$ cat config.mk
export PLATFORM = sky130hd
export DESIGN_NAME = hs_port
export DESIGN_NICKNAME = d
export VERILOG_FILES = /design/src/rtl/hs_port_pkg.sv /design/src/rtl/hs_port_strobe.sv /design/src/rtl/hs_port_latch.sv /design/src/rtl/hs_port_req.sv /design/src/rtl/hs_port.sv
export SDC_FILE = /design/constraint.sdc
export NUM_CORES = 1
export LEC_CHECK = 0
export BUFFER_PORTS_ARGS = -buffer_cell sky130_fd_sc_hd__buf_4
export CAP_MARGIN = 20
export CORE_MARGIN = 2
export CORE_UTILIZATION = 42
export CTS_CLUSTER_SIZE = 25
export DETAILED_ROUTE_END_ITERATION = 8
export GPL_TIMING_DRIVEN = 0
export PLACE_DENSITY = 0.81
export SYNTH_ARGS = -nofsm -noshare
export SYNTH_HDL_FRONTEND = slang
export SYNTH_SLANG_ARGS = --single-unit
$ cat constraint.sdc
create_clock -name clk -period 3.1 [get_ports clk]
set_clock_uncertainty 0.15 [all_clocks]
set_input_delay 0.775 -clock clk [delete_from_list [all_inputs] [get_ports clk]]
set_output_delay 0.775 -clock clk [all_outputs]
set_load 0.005 [all_outputs]
$ cat src/rtl/hs_port_pkg.sv
`timescale 1ns/1ps
package hs_port_pkg;

    localparam int PORT_W = 8;

    typedef enum logic {
        DIR_IN  = 1'b0,
        DIR_OUT = 1'b1
    } dir_e;

    // Buffer enable: low-active select low and high-active select high.
    function automatic logic buf_enable(input logic sel_lo, input logic sel_hi);
        return !sel_lo && sel_hi;
    endfunction

endpackage

$ cat src/rtl/hs_port_strobe.sv
`timescale 1ns/1ps
module hs_port_strobe (
    input  logic clk,
    input  logic rst,
    input  logic stb,
    output logic load
);
    logic stb_q;

    always_ff @(posedge clk) begin
        if (rst) stb_q <= 1'b0;
        else     stb_q <= stb;
    end

    assign load = stb && !stb_q;

    // a load never occurs two cycles in a row
    p_single_load_r2: assert property (@(posedge clk) disable iff (rst)
        load |=> !load);
endmodule

$ cat src/rtl/hs_port_latch.sv
`timescale 1ns/1ps
module hs_port_latch
    import hs_port_pkg::*;
#(
    parameter int W = PORT_W
) (
    input  logic         clk,
    input  logic         rst,
    input  dir_e         dir,
    input  logic         load,
    input  logic [W-1:0] from_bus,
    input  logic [W-1:0] from_ext,
    output logic [W-1:0] q
);
    logic [W-1:0] src;

    always_comb begin
        unique case (dir)
            DIR_IN:  src = from_ext;
            DIR_OUT: src = from_bus;
            default: src = from_ext;
        endcase
    end

    always_ff @(posedge clk) begin
        if (rst)       q <= '0;
        else if (load) q <= src;
    end

    // after a load the register holds the chosen source
    p_capture_r2: assert property (@(posedge clk) disable iff (rst)
        load |=> q == $past(src));
    // without a load the register keeps its value
    p_hold_r2: assert property (@(posedge clk) disable iff (rst)
        !load |=> $stable(q));
endmodule

$ cat src/rtl/hs_port_req.sv
`timescale 1ns/1ps
module hs_port_req (
    input  logic clk,
    input  logic rst,
    input  logic load,
    input  logic taken,
    output logic req_n
);
    always_ff @(posedge clk) begin
        if (rst)        req_n <= 1'b1;
        else if (load)  req_n <= 1'b0;   // load wins over a read in the same cycle
        else if (taken) req_n <= 1'b1;
    end

    // reset releases the request
    p_reset_r1: assert property (@(posedge clk) rst |=> req_n);
    // a load raises the request
    p_req_set_r4: assert property (@(posedge clk) disable iff (rst)
        load |=> !req_n);
    // an enabled cycle with no load drops the request
    p_req_clr_r5: assert property (@(posedge clk) disable iff (rst)
        (taken && !load) |=> req_n);
    // a load over a pending request keeps it pending
    p_hold_pending_r6: assert property (@(posedge clk) disable iff (rst)
        (load && !req_n) |=> !req_n);
endmodule

$ cat src/rtl/hs_port.sv
`timescale 1ns/1ps
module hs_port
    import hs_port_pkg::*;
#(
    parameter int W = PORT_W
) (
    input  logic         clk,
    input  logic         rst,
    input  logic         mode,
    input  logic         sel_n,
    input  logic         sel,
    input  logic         stb,
    input  logic [W-1:0] bus_din,
    output logic [W-1:0] bus_dout,
    output logic         bus_oe,
    input  logic [W-1:0] ext_din,
    output logic [W-1:0] ext_dout,
    output logic         ext_oe,
    output logic         req_n
);
    dir_e         dir;
    logic         load;
    logic         en;
    logic [W-1:0] q;

    assign dir = dir_e'(mode);
    assign en  = buf_enable(sel_n, sel);

    hs_port_strobe u_strobe (
        .clk  (clk),
        .rst  (rst),
        .stb  (stb),
        .load (load)
    );

    hs_port_latch #(.W(W)) u_latch (
        .clk      (clk),
        .rst      (rst),
        .dir      (dir),
        .load     (load),
        .from_bus (bus_din),
        .from_ext (ext_din),
        .q        (q)
    );

    hs_port_req u_req (
        .clk   (clk),
        .rst   (rst),
        .load  (load),
        .taken (en),
        .req_n (req_n)
    );

    always_comb begin
        bus_oe   = en && (dir == DIR_IN);
        ext_oe   = en && (dir == DIR_OUT);
        bus_dout = bus_oe ? q : '0;
        ext_dout = ext_oe ? q : '0;
    end

    // the processor side never drives in output mode
    p_dir_r8: assert property (@(posedge clk) disable iff (rst)
        (mode == 1'b1) |-> !bus_oe);
    // a disabled port shows zero on both data outputs
    p_quiet_r3: assert property (@(posedge clk) disable iff (rst)
        (sel_n || !sel) |-> (bus_dout == '0 && ext_dout == '0));
endmodule

### After elaboration in Yosys (flattened, before gate mapping)

Index checks and enable logic that the tools add are counted.

* register bits after elaboration: 10
* bits of input ports: 22
* output and inout bits: 19
* word-level logic and storage cells: 16

* muxes and demuxes: 5
* bitwise gates (word level): 1
* reduce and logical (&&, ||, !) cells: 7

Operator list (count)
* 8-bit 2-to-1 mux: 2
* 8-bit one-hot mux with 2 select lines: 1
* 1-bit logical AND: 4
* 1-bit zero test: 2
* 1-bit 2-to-1 mux: 2
* 2-bit nonzero test: 1
* 1-bit inverter: 1

### Depth between registers and ports, before layout

Gate-level depths: netlist of run 1.

* depth in word-level cells: 4
* mapped depth: 5
* mapped depth without buffers: 3

### Cells and area by module

Synthesis of run 1 repeated with hierarchy kept, for this count alone.

* cells, all modules: 64
* area total of the unflattened synthesis: 685.7 um^2

By module, submodules not included
* hs_port_latch: instances 1, cells an instance 36, area an instance 369.1 um^2, sequential area each 160.2 um^2
* hs_port: instances 1, cells an instance 22, area an instance 234.0 um^2, sequential area each 0.0 um^2
* hs_port_strobe: instances 1, cells an instance 3, area an instance 47.5 um^2, sequential area each 20.0 um^2
* hs_port_req: instances 1, cells an instance 3, area an instance 35.0 um^2, sequential area each 20.0 um^2

### Worst setup path before layout of run 1

OpenSTA, ideal clock, no wires.

* path type: input-to-output
* start: in mode
* end: out bus_dout[0]
* arrival time: 1.360 ns
* setup slack: 0.815 ns
* stages: 3
* path through: buf_6 -> nor3b_4 -> and2_1

* word-level cells in the longest chain between the ends: 3

RTL lines
* from (decl): line hs_port.sv:9 `input logic mode,`
* 1-bit inverter: line hs_port.sv:55 `bus_oe = en && (dir == DIR_IN);`
* 1-bit logical AND: line hs_port.sv:55
* named net bus_oe: line hs_port.sv:15 `output logic bus_oe,`
* 8-bit 2-to-1 mux: line hs_port.sv:57 `bus_dout = bus_oe ? q : '0;`
* to (decl): line hs_port.sv:14 `output logic [W-1:0] bus_dout,`

The timed path passes the listed nets, and every way through them passes these cells.

### Worst setup path in the final report of run 1

* start: in mode
* end: out bus_dout[3]

* word-level cells in the longest chain between the ends: 3

RTL lines (line)
* 1-bit inverter: hs_port.sv:55
* 1-bit logical AND: hs_port.sv:55
* 8-bit 2-to-1 mux: hs_port.sv:57

No other way between the ends.

==> results list, run 1 <==
- Instance count of the mapped netlist: 62
- Pin count of the biggest net entering global routing: 11
* Critical Path AT: 1.57 ns
- Buffers from clock root to sink, at most: 2
- Antenna violation net count after detailed routing: 0
- Die Wd: 41.6 um
* Port-buffer cells: 38
- Yosys mapped a number of flops with a built-in enable equal to 0.
* Initial core utilization: 0.450
- Register clock-pin slew on the reported worst setup and hold paths: 0.06 ns
- Post-layout nets: 127
- The min-delay analysis places its worst path in the category reg -> reg.
* Worst setup path category: in -> out
* Core area: 1320 um^2
- Worst path depth: 4
- The clock drives 10 sinks.
- The first global-routing pass estimated 2340 um of wire.
- Clock insertion delay at the later pin of the skew report: 0.26 ns
- Maximum ir drop on the vdd rail: 0.000215 V
- The cell family contributing the most delay on the critical path is simple AND/OR/NAND/NOR gates.
- DRC Markers: 0
* H-tree level count: 1
- Compared with the post-synthesis result, the final layout area differs by 55.1%.
- Clock buffers created by TritonCTS: 3
- Total of cells resized after clock tree synthesis: 0
- Headroom to the max-slew limit came out at 0.701.
- In this run, the number of DRC markers left after iteration 0 of detailed routing was 2.
- Highest-delay cell along the critical path: sky130_fd_sc_hd__nor3b_4
- Max Fclk: 401 MHz
- Number of buffers and inverters on the critical path: 2
- Proportion of synthesized chip area in sequential cells: 0.338
* Cells traversed along the worst timing path: buf_6, nor3b_4, and2_1, buf_4
* CTS Root Buffer Type: sky130_fd_sc_hd__clkbuf_4
- The final hold violation count came to 0.
- For this design the top-level I/O count stands at 41.
* Async SR Flop Fraction: 0
- Predominant post-synthesis flop cell: sky130_fd_sc_hd__dfxtp_1
- Tightest Pin Transition: 0.449 ns
- Hold repair after CTS inserted 0 buffers.
- The run finished with clean final reports.
- The die covers 1730 um^2.
- Yosys Warn Count: 0
- Row generation in the floorplan step produced 13 rows.
* Vias per inst: 4.84
* Wire length per cell: 12.0 um
- Final setup violation count: 0
- Number of global-route vias before repair: 556
- Data on the critical path is required at its endpoint by 2.17 ns.
- Max Slew Vio Count: 0
- Net count after synthesis: 84
- Hold is met by 0.357 ns.
* Endpoint class of the critical path: output port
- Synthesis inferred 10 register bits.
* Leakage component of the power: 0.000469 uW
- Fillers: 113
- Fraction of layout cells with a size suffix above 1: 0.476
- Along the worst path, the maximum fanout reaches 10.
- Dividing the final minimum period by the clock period gives 0.805.
- The number of antenna diodes in the final layout is 0.
- Across every metal layer, demand over resource in global routing totals 0.174.
- The final layout contains routed wiring with a total length of 1420 um.
- TritonCTS built the clock tree.
* Setup TNS after final layout: 0 ns
* Count of different cell masters after synthesis: 18
- The worst hold path was traced through 2 stages.
* Largest stage delay on the critical path: 0.36 ns
- The die is 41.6 um tall.
* Post-Syn Area per Cell: 9.57 um^2
- The tool flagged a number of max-cap violations equal to 0.
* Final weighted congestion in routability-driven placement: 0.713
- The initial antenna violation count was 0.
- The worst path in the final design needs a cycle of 2.49 ns, including I/O delays and setup.
- For the worst flop-to-flop path, the logic depth is 5.
- After global routing the overflow that remains totals 0.
* RSZ-0062 raised after global routing: no
* Number of detailed-route iterations in the first pass: 2
- Buffers added to address setup during post-CTS repair amount to 0.
- Power density of the placed cells: 329 nW/um^2
- The mapped netlist covers 593 um^2.
* Number of vias in the routed layout: 571
- STA classifies the critical path startpoint as a primary input.
sequential cells by signal, summed over array words and instances (netlist names):
signal / flops
u_strobe.stb_q: 1
u_req.req_n: 1
u_latch.q: 8
logic make-up (layout without fill, tap and decap cells):
| kind of cell | after synthesis | after routing | synth area share |
|---|---|---|---|
| buf+inv | 6 | 47 | 0.0970 |
| flops | 10 | 10 | 0.338 |
| mux | 8 | 8 | 0.135 |
| compound gates | 10 | 10 | 0.131 |
| simple gates | 28 | 28 | 0.300 |
synth_stat cells (2+ instances only):
| cell type | number | area (um^2) |
|---|---|---|
| sky130_fd_sc_hd__nor2_1 | 7 | 26.3 |
| sky130_fd_sc_hd__a211oi_1 | 7 | 52.6 |
| sky130_fd_sc_hd__buf_6 | 2 | 22.5 |
| sky130_fd_sc_hd__dfxtp_1 | 10 | 200 |
| sky130_fd_sc_hd__mux2i_1 | 8 | 80.1 |
| sky130_fd_sc_hd__and2_1 | 16 | 100 |
report_power, final:
group          switching [uW]  total (uW)  internal [uW]
logic                    28.1        72.6           44.5
clock network            40.8        85.5           44.7
registers                5.77         144            139
total                    74.7         302            228
cells in the final DEF (no fill, tap or decap), drive strengths merged:
cell type,netlist,layout
a211oi,8,8
a21oi,1,1
and2,16,16
and3,1,1
buf,4,42
clkbuf,1,4
dfxtp,10,10
inv,1,1
mux2i,8,8
nor2,8,8
nor2b,2,2
nor3b,1,1
o21bai,1,1
cell type report:
type	count	area, um^2	area share
multi-input combinational	46	335	0.365
timing repair buffer	38	285	0.310
clock buffer	3	22.5	0.0245
inverter	1	3.75	0.00408
buffer	5	53.8	0.0585
sequential	10	200	0.218
tap	15	18.8	0.0204
per-stage QoR:
stage / power, uW / cells / cell area, um^2 / setup slack, ns / util
floorplan: 186 / 62 / 593 / 0.815 / -
global placement: 218 / 115 / 897 / 0.623 / 0.681
detailed placement: 221 / 115 / 897 / 0.582 / 0.681
CTS: 306 / 118 / 920 / 0.583 / 0.698
global route: 317 / 118 / 920 / 0.534 / 0.698
finish: 302 / 118 / 920 / 0.606 / 0.698
tightest hold or removal path, stage by stage, from the launching register on:
cell and delay (ns):
sky130_fd_sc_hd__dfxtp_1 0.32, sky130_fd_sc_hd__a21oi_1 0.04, sky130_fd_sc_hd__o21bai_1 0.11
final timing paths:
check | start | endpoint | slack [ns]
setup reg to reg | u_strobe.stb_q$_SDFF_PP0_ | u_latch.q[7]$_SDFFE_PP0P_ | 1.97
hold reg to reg | u_req.req_n$_SDFFE_PP1P_ | u_req.req_n$_SDFFE_PP1P_ | 0.36
hold / removal | u_req.req_n$_SDFFE_PP1P_ | u_req.req_n$_SDFFE_PP1P_ | 0.36
setup / recovery | mode | bus_dout[3] | 0.61
per-layer routing:
layer	part of all wire	vias to the layer above	global-route usage
met2	0.57	18	0.328
met1	0.38	262	0.178
met5	0	-	0
li1	-	291	-
met3	0.042	0	0.0435
met4	0	0	0.0774
No activity file was read; power rests on OpenSTA's default activity.
==> run 2, diff against run 1 <==
- ABC_AREA: not set -> 1
- CORE_UTILIZATION: 42 -> 36
- PLACE_DENSITY: 0.81 -> 0.73
- clock period: 3.1 -> 2.2 ns (I/O delays scaled with it)
==> results list, run 2 <==
- The largest driver fanout on the critical path came to 9 (-1).
- Post-route clock period utilization: 0.896
* TritonCTS clock tree: built
* Area of the mapped netlist: 633 um^2 (+6.8%)
- The clock-pin slew on the worst setup and hold paths is 0.07 ns (about the same).
- Post-synthesis register bit count: 10 (unchanged)
* Overall fraction of global-route tracks in use: 0.157 (-0.0177)
- Sorting the synthesized cells by area gives the leading types as sky130_fd_sc_hd__dfxtp_1, sky130_fd_sc_hd__nand2_1, sky130_fd_sc_hd__nor2_1.
* Finished layout cell area: 983 um^2 (+6.9%)
- The total nets after synthesis is 136 (+62%).
- The instance area after placement came to 947 um^2 (+5.6%).
- Most frequent cells in the layout: sky130_fd_sc_hd__nand2_1, sky130_fd_sc_hd__buf_4, sky130_fd_sc_hd__nor2_1
* Number of global-route vias before repair: 590 (+6.1%)
- The biggest area contributor in the post-synthesis netlist is sky130_fd_sc_hd__dfxtp_1.
* Max Fclk: 507 MHz
* Post-Syn Area per Cell: 5.55 um^2 (-42%)
- DPL Wire Length: 1270 um
- The flow ran to the end, and the final reports show no timing, DRC or antenna violations.
- Clock sink total: 10 (unchanged)
- Critical Path AT: 1.27 ns (-0.30 ns)
- The number of pins with negative max-slew slack in the final report came to 0 (unchanged).
* Fillers: 174 (+54%)
- The number of cells produced by synthesis came to 114 (+84%).
* Die height: 45.9 um (+10%)
- The largest net degree at the start of global routing was 11 (unchanged).
* CTS Root Buffer Type: sky130_fd_sc_hd__clkbuf_4
- The detail-routed via count per cell was 4.26 (-12%).
- # rows: 15 (+2)
* Leading cell type in the layout, fill and taps excluded: sky130_fd_sc_hd__nand2_1
- The static leakage power is 0.000596 uW (+27%).
* Buffers from clock root to sink, at most: 2 (unchanged)
* Predominant post-synthesis flop cell: sky130_fd_sc_hd__dfxtp_1
- Clock insertion delay at the later pin of the skew report: 0.26 ns (about the same)
- The area fraction of the dominant cell type after synthesis came to 0.316 (-0.0213).
- Number of vias in the routed layout: 741 (+30%)
- Antenna violation net count after detailed routing: 0 (unchanged)
* Total of cells resized after clock tree synthesis: 0 (unchanged)
- Final non-filler cell total: 174 (+47%)
- The power density of the placed cells is 495 nW/um^2 (+51%).
- The share of the yosys chip area belonging to registers was 0.316 (-0.0213).
- The worst path needs 1.97 ns of the cycle, external delays included.
- The worst setup path is of the in -> out kind.
- P&R area growth vs syn: 55.3%
- Ranked by instance count, the synthesized netlist is headed by sky130_fd_sc_hd__nand2_1, sky130_fd_sc_hd__nor2_1, sky130_fd_sc_hd__inv_2.
- Placement Setup Slack: 0.214 ns (-0.368 ns)
* Number of antenna repair diodes: 0 (unchanged)
* Count of maximum capacitance violations: 0 (unchanged)
* Yosys Warn Count: 0 (unchanged)
- Final WL: 1640 um (+16%)
- Clock buffers created by TritonCTS: 3 (unchanged)
* Quantity of hold-fixing buffers added after cts: 0 (unchanged)
- Largest register FFs: 8 (unchanged)
* RSZ-0062 raised after global routing: no
* Buffers inserted by post-CTS timing repair: 0 (unchanged)
* Initial core utilization: 0.375 (-0.0753)
* Wire length of the first global-routing pass: 2420 um (+3.2%)
- Die footprint: 2110 um^2 (+22%)
* Endpoint class of the critical path: output port
- The worst setup path is launched from a primary input.
- Number of antenna violations at the first check in global routing: 0 (unchanged)
- Biggest regs: u_latch.q x8, u_req.req_n x1, u_strobe.stb_q x1
* Top-level port count: 41 (unchanged)
- The number of buffers added on ports is 39 (+2.6%).
- Tightest Pin Transition: 0.231 ns (-0.218 ns)
- The required time of the worst setup path is 1.50 ns (-0.67 ns).
* Number of detailed-route iterations in the first pass: 4 (+2)
- Max-slew headroom: 0.846 (+0.145)
* H-tree level count: 1 (unchanged)
* Final setup violation count: 0 (unchanged)
- Post-layout nets: 180 (+42%)
- The first-iteration detailed-routing DRC count is 9 (+7).
* Setup TNS after final layout: 0 ns (unchanged)
- The core area came to 1690 um^2 (+28%).
- Final setup margin: 0.229 ns (-0.377 ns)
- The register with the most flip-flops in the final layout is u_latch.q.
- The depth of the worst register-to-register path came to 5 (unchanged).
- Worst hold path class: in -> reg
- Worst hold stages: 2 (unchanged)
- The number of enable-type register cells in the synthesized netlist came to 0 (unchanged).
- The final hold violation count is 0 (unchanged).
- The async set-reset flop share out of synthesis is 0 (unchanged).
* Wire length per cell: 9.43 um (-21%)
- The number of cells in the design after placement is 170 (+48%).
- The post-detailed-route DRC marker count was 0 (unchanged).
- The maximum ir drop on the vdd rail is 0.000230 V (+7.3%).
* Count of different cell masters after synthesis: 12 (-6)
- The horizontal extent of the die was 45.9 um (+10%).
* Final weighted congestion in routability-driven placement: 0.791 (+11%)
* Most used standard cell by instance count after synthesis: sky130_fd_sc_hd__nand2_1
* Total congestion overflow: 0 (unchanged)
- The layout cell share with drive strength beyond 1 came to 0.401 (-0.0745).
[run 2: changes by cell type after synthesis, moves of 2 or more]
cell | previous run | this run
sky130_fd_sc_hd__inv_2 | 0 | 13
sky130_fd_sc_hd__mux2i_1 | 8 | 0
sky130_fd_sc_hd__nor2_1 | 7 | 33
sky130_fd_sc_hd__nand2_1 | 0 | 41
sky130_fd_sc_hd__and2_1 | 16 | 0
sky130_fd_sc_hd__inv_1 | 1 | 9
sky130_fd_sc_hd__a211oi_1 | 7 | 0
sky130_fd_sc_hd__nand2_2 | 0 | 2
[run 2: critical path, stage by stage]
cell and delay (ns):
sky130_fd_sc_hd__buf_4 0.11, sky130_fd_sc_hd__nor2_2 0.18, sky130_fd_sc_hd__nand2_2 0.18, sky130_fd_sc_hd__nor2_1 0.13, sky130_fd_sc_hd__buf_4 0.12
[run 2: power by group]
part           switching, uW  internal [uW]  leakage [uW]  total (uW)
registers               5.29            195     0.0000830         200
logic                   61.5           57.2      0.000492         119
clock network           68.1            100     0.0000210         168
[run 2: metrics by stage]
step,util,hold slack [ns],power (uW)
2_1_floorplan,-,0.312,271
3_3_place_gp,0.561,0.307,321
3_5_place_dp,0.561,0.319,324
4_1_cts,0.582,0.312,488
5_1_grt,0.582,0.304,514
6_report,0.582,0.309,487
[run 2: cell families (layout without fill, tap and decap cells)]
kind of cell | after synthesis | count (layout) | share of synthesized area
buffers and inverters | 24 | 67 | 0.158
AND/OR/NAND/NOR | 79 | 79 | 0.518
AO/OA/AOI/OAI | 1 | 1 | 0.00790
flip-flops | 10 | 10 | 0.316
[run 2: worst paths after layout]
check | slack, ns | endpoint | from
max | 0.23 | bus_dout[5] | sel_n
min | 0.31 | u_strobe.stb_q$_SDFF_PP0_ | rst
min reg2reg | 0.33 | u_req.req_n$_SDFFE_PP1P_ | u_req.req_n$_SDFFE_PP1P_
max reg2reg | 1.16 | u_latch.q[3]$_SDFFE_PP0P_ | u_strobe.stb_q$_SDFF_PP0_
[run 2: final cells by class]
| cell class | instances | area, um^2 | area share |
|---|---|---|---|
| plain buffers | 1 | 11.3 | 0.0115 |
| clock buffers | 4 | 36.3 | 0.0369 |
| inverters | 23 | 88.8 | 0.0903 |
| multi-input cells | 80 | 333 | 0.338 |
| flip-flops and latches | 10 | 200 | 0.204 |
| well taps | 17 | 21.3 | 0.0216 |
| repair buffers | 39 | 293 | 0.298 |
[run 2: routing by layer]
layer,wire length (um),vias up,track usage
li1,-,408,-
met1,727,304,0.187
met2,770,27,0.275
met3,127,2,0.0317
met4,16,0,0.0514
met5,0,-,0
==> run 3, diff against run 2 <==
- ABC_AREA: 1 -> not set
- CORE_UTILIZATION: 36 -> 35
- PLACE_DENSITY: 0.73 -> 0.72
==> results list, run 3 (synthesized netlist as in run 1, its figures left out) <==
* RSZ-0062 raised after global routing: no
* Clock insertion delay at the later pin of the skew report: 0.26 ns (about the same)
- The first-pass GRT wire length was 2480 um (+2.9%).
- The highest cell delay on the worst timing path is 0.36 ns (+0.18 ns).
* Final weighted congestion in routability-driven placement: 0.651 (-18%)
- Category of cells accounting for the largest share of critical-path delay: simple AND/OR/NAND/NOR gates
- The run finished with clean final reports.
- Endpoint class of the critical path: output port
* Max FO, Critical Path: 10 (+1)
- Largest register FFs: 8 (unchanged)
- DRC Markers: 0 (unchanged)
* Total congestion overflow: 0 (unchanged)
- The horizontal extent of the die came to 45.2 um (-1.7%).
- Traced cell by cell, the critical path runs through buf_6, nor3b_4, and2_1, buf_4.
- Worst setup path category: in -> out
* Final critical delay including setup and external delays: 2.04 ns (+0.0689 ns)
* Combinational share of power: 0.216 (-0.028)
- The post-cts gate resize count was 0 (unchanged).
- The core area is 1540 um^2 (-8.7%).
- Number of buffers and inverters on the critical path: 2 (unchanged)
- Highest-delay cell along the critical path: sky130_fd_sc_hd__nor3b_4
- The switching power as a share of total power is 0.248 (-0.0286).
- Buffers inserted by post-CTS timing repair: 0 (unchanged)
* Hold slack: 0.355 ns (+0.0460 ns)
- The tightest min-delay check is of the reg -> reg type.
- Number of vias in the routed layout: 575 (-22%)
- The half-perimeter wire length of the detailed placement result came to 1150 um (-9.1%).
* Placement Setup Slack: 0.147 ns (-0.0665 ns)
- The hold buffer count at cts is 0 (unchanged).
- Initial core utilization: 0.385 (+0.00993)
- Leading cell type in the layout, fill and taps excluded: sky130_fd_sc_hd__buf_4
- Clock power frac: 0.358 (+0.012)
- In this run the clock root is driven by a sky130_fd_sc_hd__clkbuf_4.
* Final setup margin: 0.160 ns (-0.0689 ns)
- The number of nets in the final layout was 127 (-29%).
* Die footprint: 2040 um^2 (-3.3%)
* Critical Path AT: 1.34 ns (+0.07 ns)
- Overall fraction of global-route tracks in use: 0.176 (+0.0193)
- The final cycle utilization of the critical path is 0.927 (+0.0313).
* Setup TNS after final layout: 0 ns (unchanged)
- Buffers from clock root to sink, at most: 2 (unchanged)
* Register clock-pin slew on the reported worst setup and hold paths: 0.07 ns (about the same)
- The count of pins on the block boundary came to 41 (unchanged).
- The first-iteration detailed-routing DRC count is 0 (-9).
- The relative slew slack came to 0.701 (-0.145).
- The number of clock sinks seen by CTS was 10 (unchanged).
- The slew at the pin closest to its max-slew limit came to 0.449 ns (+0.218 ns).
- The count of TritonRoute iterations in the first routing pass is 1 (-3).
- Most frequent cells in the layout: sky130_fd_sc_hd__buf_4, sky130_fd_sc_hd__and2_1, sky130_fd_sc_hd__dfxtp_1
- The number of cells in the design after placement is 116 (-32%).
* Critical path startpoint category: primary input
- The height of the die came to 45.2 um (-1.7%).
- The final hold violation count is 0 (unchanged).
- Vias per inst: 4.79 (+13%)
- Final setup violation count: 0 (unchanged)
- Biggest regs: u_latch.q x8, u_req.req_n x1, u_strobe.stb_q x1
- The number of global-route vias before repair came to 560 (-5.1%).
* Register share of total power: 0.427 (+0.016)
- The total net switching power came to 118 uW (-12%).
- The antenna diode count was 0 (unchanged).
- The power density of the placed cells came to 510 nW/um^2 (+2.9%).
- The number of buffers added on ports was 38 (-2.6%).
- Pint: 358 uW (+1.7%)
* Leakage component of the power: 0.000476 uW (-20%)
* Fraction of layout cells with a size suffix above 1: 0.481 (+0.0795)
- The largest net degree at the start of global routing was 11 (unchanged).
* Max Slew Vio Count: 0 (unchanged)
- TritonCTS clock tree: built
- The number of levels in the clock H-tree came to 1 (unchanged).
* Count of maximum capacitance violations: 0 (unchanged)
* Wire length per cell: 12.3 um (+30%)
* Share of the core filled with cells in the final layout: 0.606 (+0.0241)
* Antenna violation net count after detailed routing: 0 (unchanged)
* Clock buffers created by TritonCTS: 3 (unchanged)
- The number of standard-cell rows in the floorplan came to 14 (-1).
- Final WL: 1470 um (-10%)
- Number of antenna violations at the first check in global routing: 0 (unchanged)
* P&R area growth vs syn: 57.6%
- The required time of the worst setup path is 1.50 ns (about the same).
* Final non-filler cell total: 120 (-31%)
- More flip-flops sit in one register than any other, and that register is u_latch.q.
* Max Fclk: 490 MHz (-3.4%)
- Maximum ir drop on the vdd rail: 0.000292 V (+27%)
run 3: changes by cell type in the layout (fill, tap and decap cells not counted), sizes merged, moves of 2 or more:
| cell | change |
|---|---|
| nand2 | -44 |
| nor2 | -27 |
| inv | -22 |
| and2 | +16 |
| a211oi | +8 |
| mux2i | +8 |
| buf | +2 |
| nor2b | +2 |
run 3: worst paths after layout:
kind,from,to,slack [ns],depth (start not counted)
min,u_latch.q[5]$_SDFFE_PP0P_,u_latch.q[5]$_SDFFE_PP0P_,0.35,2
max,mode,bus_dout[3],0.16,4
max reg2reg,u_strobe.stb_q$_SDFF_PP0_,u_latch.q[7]$_SDFFE_PP0P_,1.03,5
min reg2reg,u_latch.q[5]$_SDFFE_PP0P_,u_latch.q[5]$_SDFFE_PP0P_,0.35,2
run 3: area by class of cell:
class / instances / area, um^2
clock buffer: 4 / 36.3
fill: 149 / 607
sequential: 10 / 200
multi-input combinational: 46 / 335
inverter: 1 / 3.75
timing repair buffer: 38 / 285
tap: 16 / 20.0
buffer: 5 / 53.8
run 3: metrics by stage:
step                power, uW  instance area [um^2]
finish                    477                   935
global route              508                   935
CTS                       485                   935
detailed placement        312                   898
global placement          309                   898
floorplan                 262                   593
run 3: routing by layer:
layer / track usage / up-vias / part of all wire / wire length, um
li1: - / 296 / - / -
met1: 0.178 / 259 / 0.37 / 546
met2: 0.326 / 20 / 0.56 / 828
met3: 0.0480 / 0 / 0.065 / 95
met4: 0.0882 / 0 / 0 / 0
met5: 0 / - / 0 / 0
run 3: worst min-delay path: cells and delay by family, from the launching register on:
kind / cells / cell delay [ns]
simple gates: 1 / 0.10
flops: 1 / 0.31
compound gates: 1 / 0.05
run 3: power by group through the flow:
stage | sequential (uW) | clock, uW | combinational [uW]
finish | 203 | 170 | 103
global route | 206 | 189 | 113
CTS | 204 | 177 | 104
detailed placement | 208 | 0 | 104
global placement | 207 | 0 | 101
floorplan | 206 | 0 | 56.0
